==> src/rtl/uart_tx_pkg.sv <==
package uart_tx_pkg;
  localparam int DATA_MAX  = 8;
  localparam int LCR_W     = 6;
  localparam int FRAME_MAX = 1 + DATA_MAX + 1 + 2;
  localparam int LEN_W     = $clog2(FRAME_MAX + 1);

  typedef enum logic { FK_DATA = 1'b0, FK_BREAK = 1'b1 } frame_kind_t;

  // number of data bits for a length code
  function automatic int data_len(input logic [1:0] code);
    return 5 + int'(code);
  endfunction

  // parity bit value for the data under the selected parity code
  function automatic logic parity_of(input logic [DATA_MAX-1:0] d,
                                     input logic [LCR_W-1:0] lcr);
    logic [DATA_MAX-1:0] m;
    int n;
    n = data_len(lcr[1:0]);
    m = '0;
    for (int i = 0; i < DATA_MAX; i++)
      if (i < n) m[i] = d[i];
    case (lcr[3:2])
      2'b00:   return ~(^m);
      2'b01:   return ^m;
      2'b10:   return 1'b1;
      default: return 1'b0;
    endcase
  endfunction

  // total bit count of a frame
  function automatic logic [LEN_W-1:0] frame_len(input logic [LCR_W-1:0] lcr);
    int n;
    n = 2 + data_len(lcr[1:0]) + int'(lcr[4]) + int'(lcr[5]);
    return LEN_W'(n);
  endfunction

  // frame bits in send order, bit 0 first; unused tail stays high
  function automatic logic [FRAME_MAX-1:0] frame_vec(input logic [DATA_MAX-1:0] d,
                                                     input logic [LCR_W-1:0] lcr);
    logic [FRAME_MAX-1:0] v;
    int n;
    n = data_len(lcr[1:0]);
    v = '1;
    v[0] = 1'b0;
    for (int i = 0; i < DATA_MAX; i++)
      if (i < n) v[1+i] = d[i];
    if (lcr[4]) v[1+n] = parity_of(d, lcr);
    return v;
  endfunction
endpackage

==> src/rtl/uart_tx_baud.sv <==
module uart_tx_baud #(
  parameter int OVERSAMPLE = 16
) (
  input  logic clk,
  input  logic rst_n,
  input  logic restart,
  input  logic run,
  input  logic tick,
  output logic bit_end
);
  localparam int CW = (OVERSAMPLE > 1) ? $clog2(OVERSAMPLE) : 1;
  localparam logic [CW-1:0] CMAX = CW'(OVERSAMPLE - 1);

  logic [CW-1:0] cnt;

  always_ff @(posedge clk or negedge rst_n) begin
    if (!rst_n)                 cnt <= '0;
    else if (restart)           cnt <= '0;
    else if (run && tick)       cnt <= (cnt == CMAX) ? '0 : cnt + 1'b1;
  end

  assign bit_end = run && tick && (cnt == CMAX);
endmodule

==> src/rtl/uart_tx_shift.sv <==
module uart_tx_shift
  import uart_tx_pkg::*;
(
  input  logic                 clk,
  input  logic                 rst_n,
  input  logic                 load,
  input  logic [FRAME_MAX-1:0] load_vec,
  input  logic [LEN_W-1:0]     load_len,
  input  logic                 advance,
  output logic                 busy,
  output logic                 last,
  output logic                 line
);
  logic [FRAME_MAX-1:0] sr;
  logic [LEN_W-1:0]     left;

  always_ff @(posedge clk or negedge rst_n) begin
    if (!rst_n) begin
      sr   <= '1;
      left <= '0;
    end else if (load) begin
      sr   <= load_vec;
      left <= load_len;
    end else if (advance && left != '0) begin
      sr   <= {1'b1, sr[FRAME_MAX-1:1]};
      left <= left - 1'b1;
    end
  end

  assign busy = (left != '0);
  assign last = (left == LEN_W'(1));
  assign line = busy ? sr[0] : 1'b1;

  // the controller loads only while the shifter is empty
  p_load_idle_r9: assert property (@(posedge clk) disable iff (!rst_n)
    load |-> left == '0);
endmodule

==> src/rtl/uart_frame_tx.sv <==
module uart_frame_tx
  import uart_tx_pkg::*;
#(
  parameter int OVERSAMPLE = 16
) (
  input  logic                 clk,
  input  logic                 rst_n,
  input  logic                 tick16,
  input  logic [DATA_MAX-1:0]  in_data,
  input  logic                 in_valid,
  output logic                 in_ready,
  input  logic [LCR_W-1:0]     lcr_word,
  input  logic                 brk_req,
  output logic                 brk_busy,
  input  logic                 cts_n,
  input  logic                 afc_en,
  output logic                 txd,
  output logic                 tx_empty
);
  logic busy, last, bit_end;
  logic cts_ok, start_data, start_brk, load, frame_end;
  logic [FRAME_MAX-1:0] load_vec;
  logic [LEN_W-1:0]     load_len;
  frame_kind_t          cur_kind;

  assign cts_ok     = !afc_en || !cts_n;
  assign in_ready   = !busy && !brk_busy && cts_ok;
  assign start_brk  = !busy && brk_busy;
  assign start_data = in_valid && in_ready;
  assign load       = start_brk || start_data;
  assign frame_end  = busy && bit_end && last;
  assign load_len   = frame_len(lcr_word);
  assign load_vec   = start_brk ? '0 : frame_vec(in_data, lcr_word);
  assign tx_empty   = !busy && !brk_busy && !in_valid;

  always_ff @(posedge clk or negedge rst_n) begin
    if (!rst_n) begin
      cur_kind <= FK_DATA;
      brk_busy <= 1'b0;
    end else begin
      if (load) cur_kind <= start_brk ? FK_BREAK : FK_DATA;
      if (brk_req) brk_busy <= 1'b1;
      else if (frame_end && cur_kind == FK_BREAK) brk_busy <= 1'b0;
    end
  end

  uart_tx_baud #(.OVERSAMPLE(OVERSAMPLE)) u_baud (
    .clk(clk), .rst_n(rst_n), .restart(load), .run(busy),
    .tick(tick16), .bit_end(bit_end)
  );

  uart_tx_shift u_shift (
    .clk(clk), .rst_n(rst_n), .load(load), .load_vec(load_vec),
    .load_len(load_len), .advance(bit_end), .busy(busy),
    .last(last), .line(txd)
  );

  p_idle_mark_r1: assert property (@(posedge clk) disable iff (!rst_n)
    tx_empty |-> txd);
  p_start_space_r2: assert property (@(posedge clk) disable iff (!rst_n)
    $rose(busy) |-> !txd);
  p_last_stop_r4: assert property (@(posedge clk) disable iff (!rst_n)
    (busy && last && cur_kind == FK_DATA) |-> txd);
  p_brk_space_r7: assert property (@(posedge clk) disable iff (!rst_n)
    (busy && cur_kind == FK_BREAK) |-> !txd);
  p_brk_hold_r7: assert property (@(posedge clk) disable iff (!rst_n)
    (brk_busy && busy && cur_kind == FK_DATA) |=> brk_busy);
  p_cts_block_r8: assert property (@(posedge clk) disable iff (!rst_n)
    (afc_en && cts_n && !busy && !brk_busy) |=> !busy);
  p_accept_r9: assert property (@(posedge clk) disable iff (!rst_n)
    (in_valid && in_ready) |=> (busy && cur_kind == FK_DATA));
endmodule

==> config.mk <==
export PLATFORM = sky130hd
export DESIGN_NAME = uart_frame_tx
export DESIGN_NICKNAME = d
export VERILOG_FILES = /design/src/rtl/uart_tx_pkg.sv /design/src/rtl/uart_tx_baud.sv /design/src/rtl/uart_tx_shift.sv /design/src/rtl/uart_frame_tx.sv
export SDC_FILE = /design/constraint.sdc
export NUM_CORES = 1
export LEC_CHECK = 0
export CORE_ASPECT_RATIO = 2
export CORE_MARGIN = 2
export CORE_UTILIZATION = 45
export CTS_CLUSTER_DIAMETER = 100
export DETAILED_ROUTE_END_ITERATION = 8
export PLACE_DENSITY = 0.8
export SYNTH_ARGS = -nofsm -noshare
export SYNTH_HDL_FRONTEND = slang
export SYNTH_SLANG_ARGS = --single-unit
==> constraint.sdc <==
create_clock -name clk -period 5.36 [get_ports clk]
set_input_delay 1.072 -clock clk [delete_from_list [all_inputs] [get_ports clk]]
set_output_delay 1.072 -clock clk [all_outputs]
set_load 0.01 [all_outputs]
==> out/results.ini <==
[clocking]
tritoncts_clock_tree=done
worst_skew_pair_later_pin_latency_ns=0.25
cts_root_buf=sky130_fd_sc_hd__clkbuf_8
max-clock-path-buffers=2
cts_inserted_buffers=3
ctsHoldBuffers=0
cts_setup_buffers=0
numClockSinks=22
htree_levels=1
cts.repair.resized=0
clk_pin_slew_worst_paths_ns=0.07

[timing]
min_period_over_period=0.633
fin_skew_ns=0.00309
relative_slew_margins=0.352
hold-worst-slack_ns=0.506
grt_setup_unrepaired=false
report.final.setup_viol=0
actual_slew_at_the_worst_max_slew_pin_ns=0.970
slew_viol_final=0
final_hold_viol_count=0
fin_tns_setup_ns=0
timing.fmax_mhz=295
period_needed_ns=3.39

[yosys]
yosys_most_used_dff=sky130_fd_sc_hd__dfstp_2
synth_area_per_cell_um2=9.49
synth-seq-area-share=0.373
postSynthRegisterBits=22
synth_fp_nets=195
yosysWarningCount=0
netlist_area_um2=1520
ys_types=37
synth-edff-count=0
gate_count_of_the_mapped_netlist=160
async_reset_ff_frac=1.00

[floorplan]
boundaryPins=25
initial_core_util=0.475
die_area_um2=3880
placementRows=29
std_cell_core_area_um2=3190
chipHeight_um=86.1
floorplan.die.width_um=45.1

[worst_setup_path]
cp-start-kind=input port
top_cell_by_count_worst_path=sky130_fd_sc_hd__clkdlybuf4s50_1
cp_slowest_stage_delay_ns=0.54
worst_r2r_startpoint=u_shift.left[0]
regToRegSetupSlack_ns=2.75
worst_setup_path_startpoint=afc_en
r2r-end=u_shift.left[3]
critical_path_arrival_ns=2.32
timing.reg2reg.worst_path_depth=8
crit_path_cell_trace=clkdlybuf4s50_1 > a21oi_1 > and2_1 > clkdlybuf4s50_1
path_max_fanout=2
cp_data_required_time_ns=4.29
worst_setup_path_end_kind=primary output
slowest_stage_cell_cp=sky130_fd_sc_hd__clkdlybuf4s50_1
worstSetupPathType=input port to primary output
crit_path_end=in_ready

[power]
swShare=0.349
power_density_nw_per_um2=364
clkPwrFrac=0.153
leakage_nw=0.762
switching_power_w=0.000232
ir_worst_vdd_v=0.000179
intPower_w=0.000431
power_frac_seq=0.459
comb_power_share=0.388

[layout]
final_common_cell=sky130_fd_sc_hd__clkdlybuf4s50_1
insertedDiodeCount=0
nets=220
layout_common_cells=sky130_fd_sc_hd__clkdlybuf4s50_1, sky130_fd_sc_hd__nand2_1, sky130_fd_sc_hd__o21ai_0, sky130_fd_sc_hd__ha_1
proportion_of_layout_cells_with_a_drive_suffix_above_1=0.130
instances_no_fill=215
syn_to_final_growth_pct=20.0

[global_route]
grt_start_max_net_pins=23
initial_antenna_violation_count=0
grt_pass1_vias=1332
grt_usage=0.186
grt_first_pass_wirelength_mm=5.60
global_route.overflow_total=0

[drt]
number_of_search_and_repair_iterations_in_the_first_detailed_routing_pass=4
wl_per_cell_um=14.7
viasPerCell=5.85
vias=1257
drt_first_iter_violations=31
drt.antenna.violating_nets=0
drc_errors=0
drt-total-wl_mm=3.16

[placement]
place.gp.congestion=0.823
place_hpwl_mm=2.54
buffer_ports.inserted=24
placedCellCount=211

[job]
max-cap-violations=0

[hold_path]
hp-class=register to register

[status]
status=complete, no violations

logic make-up (layout without fill, tap and decap cells):
logic type	Yosys count	count (layout)	synth area share
AOI/OAI and AO/OA	45	45	0.186
DFF	22	22	0.373
adders and majority gates	14	14	0.120
muxes	4	4	0.0289
buffers and inverters	13	37	0.0354
xor gates and xnor gates	13	13	0.0965
and+or+nand+nor	49	49	0.161
critical path, delay by kind of cell:
kind | cells | cell delay, ns
AOI/OAI and AO/OA | 1 | 0.16
buffers and inverters | 2 | 0.93
and+or+nand+nor | 1 | 0.16
through the flow:
step,util,total power [W],area (um2),setup WS (ns)
2_1_floorplan,-,0.000485,1520,2.50
3_3_place_gp,0.556,0.000546,1780,1.85
3_5_place_dp,0.556,0.000565,1780,1.76
4_1_cts,0.571,0.000669,1820,1.96
5_1_grt,0.571,0.000721,1820,1.83
6_report,0.571,0.000663,1820,1.97
sequential cells by signal (all words and copies together) (netlist names):
register      cells
brk_busy          1
cur_kind          1
u_baud.cnt        4
u_shift.left      4
u_shift.sr       12
synth_stat cells (all sizes together), types with 3 or more instances:
| cell | n | area share |
|---|---|---|
| nor2 | 12 | 0.035 |
| o2bb2ai | 4 | 0.023 |
| xor2 | 3 | 0.030 |
| o31ai | 3 | 0.015 |
| xnor2 | 9 | 0.052 |
| nand2 | 18 | 0.045 |
| buf | 4 | 0.013 |
| ha | 13 | 0.11 |
| mux2 | 3 | 0.022 |
| a41oi | 3 | 0.017 |
| dfrtp | 10 | 0.16 |
| a21oi | 13 | 0.045 |
| a31oi | 3 | 0.012 |
| o21ai | 14 | 0.046 |
| inv | 9 | 0.022 |
| nand3 | 4 | 0.013 |
| and2 | 4 | 0.016 |
| dfstp | 12 | 0.21 |
cell type report:
cell class | instances | area [um2]
clock buffer | 4 | 45.0
fill | 295 | 1370
sequential | 22 | 566
timing repair buffer | 24 | 240
inverter | 9 | 33.8
tap | 31 | 38.8
multi-input combinational | 125 | 898
metal layers:
layer  GRT usage  vias up  wire, um
met5           0        -         0
met4      0.0856        0        70
met3      0.0189        8       118
met2       0.331       30      1760
met1       0.208      607      1210
li1            -      612         -
worst min path at each step:
| stage | startpoint | to | slack, ns | cells after the start |
|---|---|---|---|---|
| after floorplan | cur_kind | cur_kind | 0.45 | 2 |
| after global placement | cur_kind | cur_kind | 0.49 | 2 |
| after detailed placement | cur_kind | cur_kind | 0.49 | 2 |
| after CTS | u_shift.sr[3] | u_shift.sr[3] | 0.51 | 2 |
| after global routing | u_shift.sr[2] | u_shift.sr[2] | 0.53 | 2 |
| final | u_shift.sr[3] | u_shift.sr[3] | 0.51 | 2 |
power groups by stage:
stage	clock network [W]	logic [W]	registers [W]
finish	0.000101	0.000257	0.000304
global route	0.000114	0.000295	0.000312
CTS	0.000105	0.000260	0.000305
detailed placement	0	0.000258	0.000307
global placement	0	0.000244	0.000302
floorplan	0	0.000193	0.000292
Power figures use the tool's default switching activity.
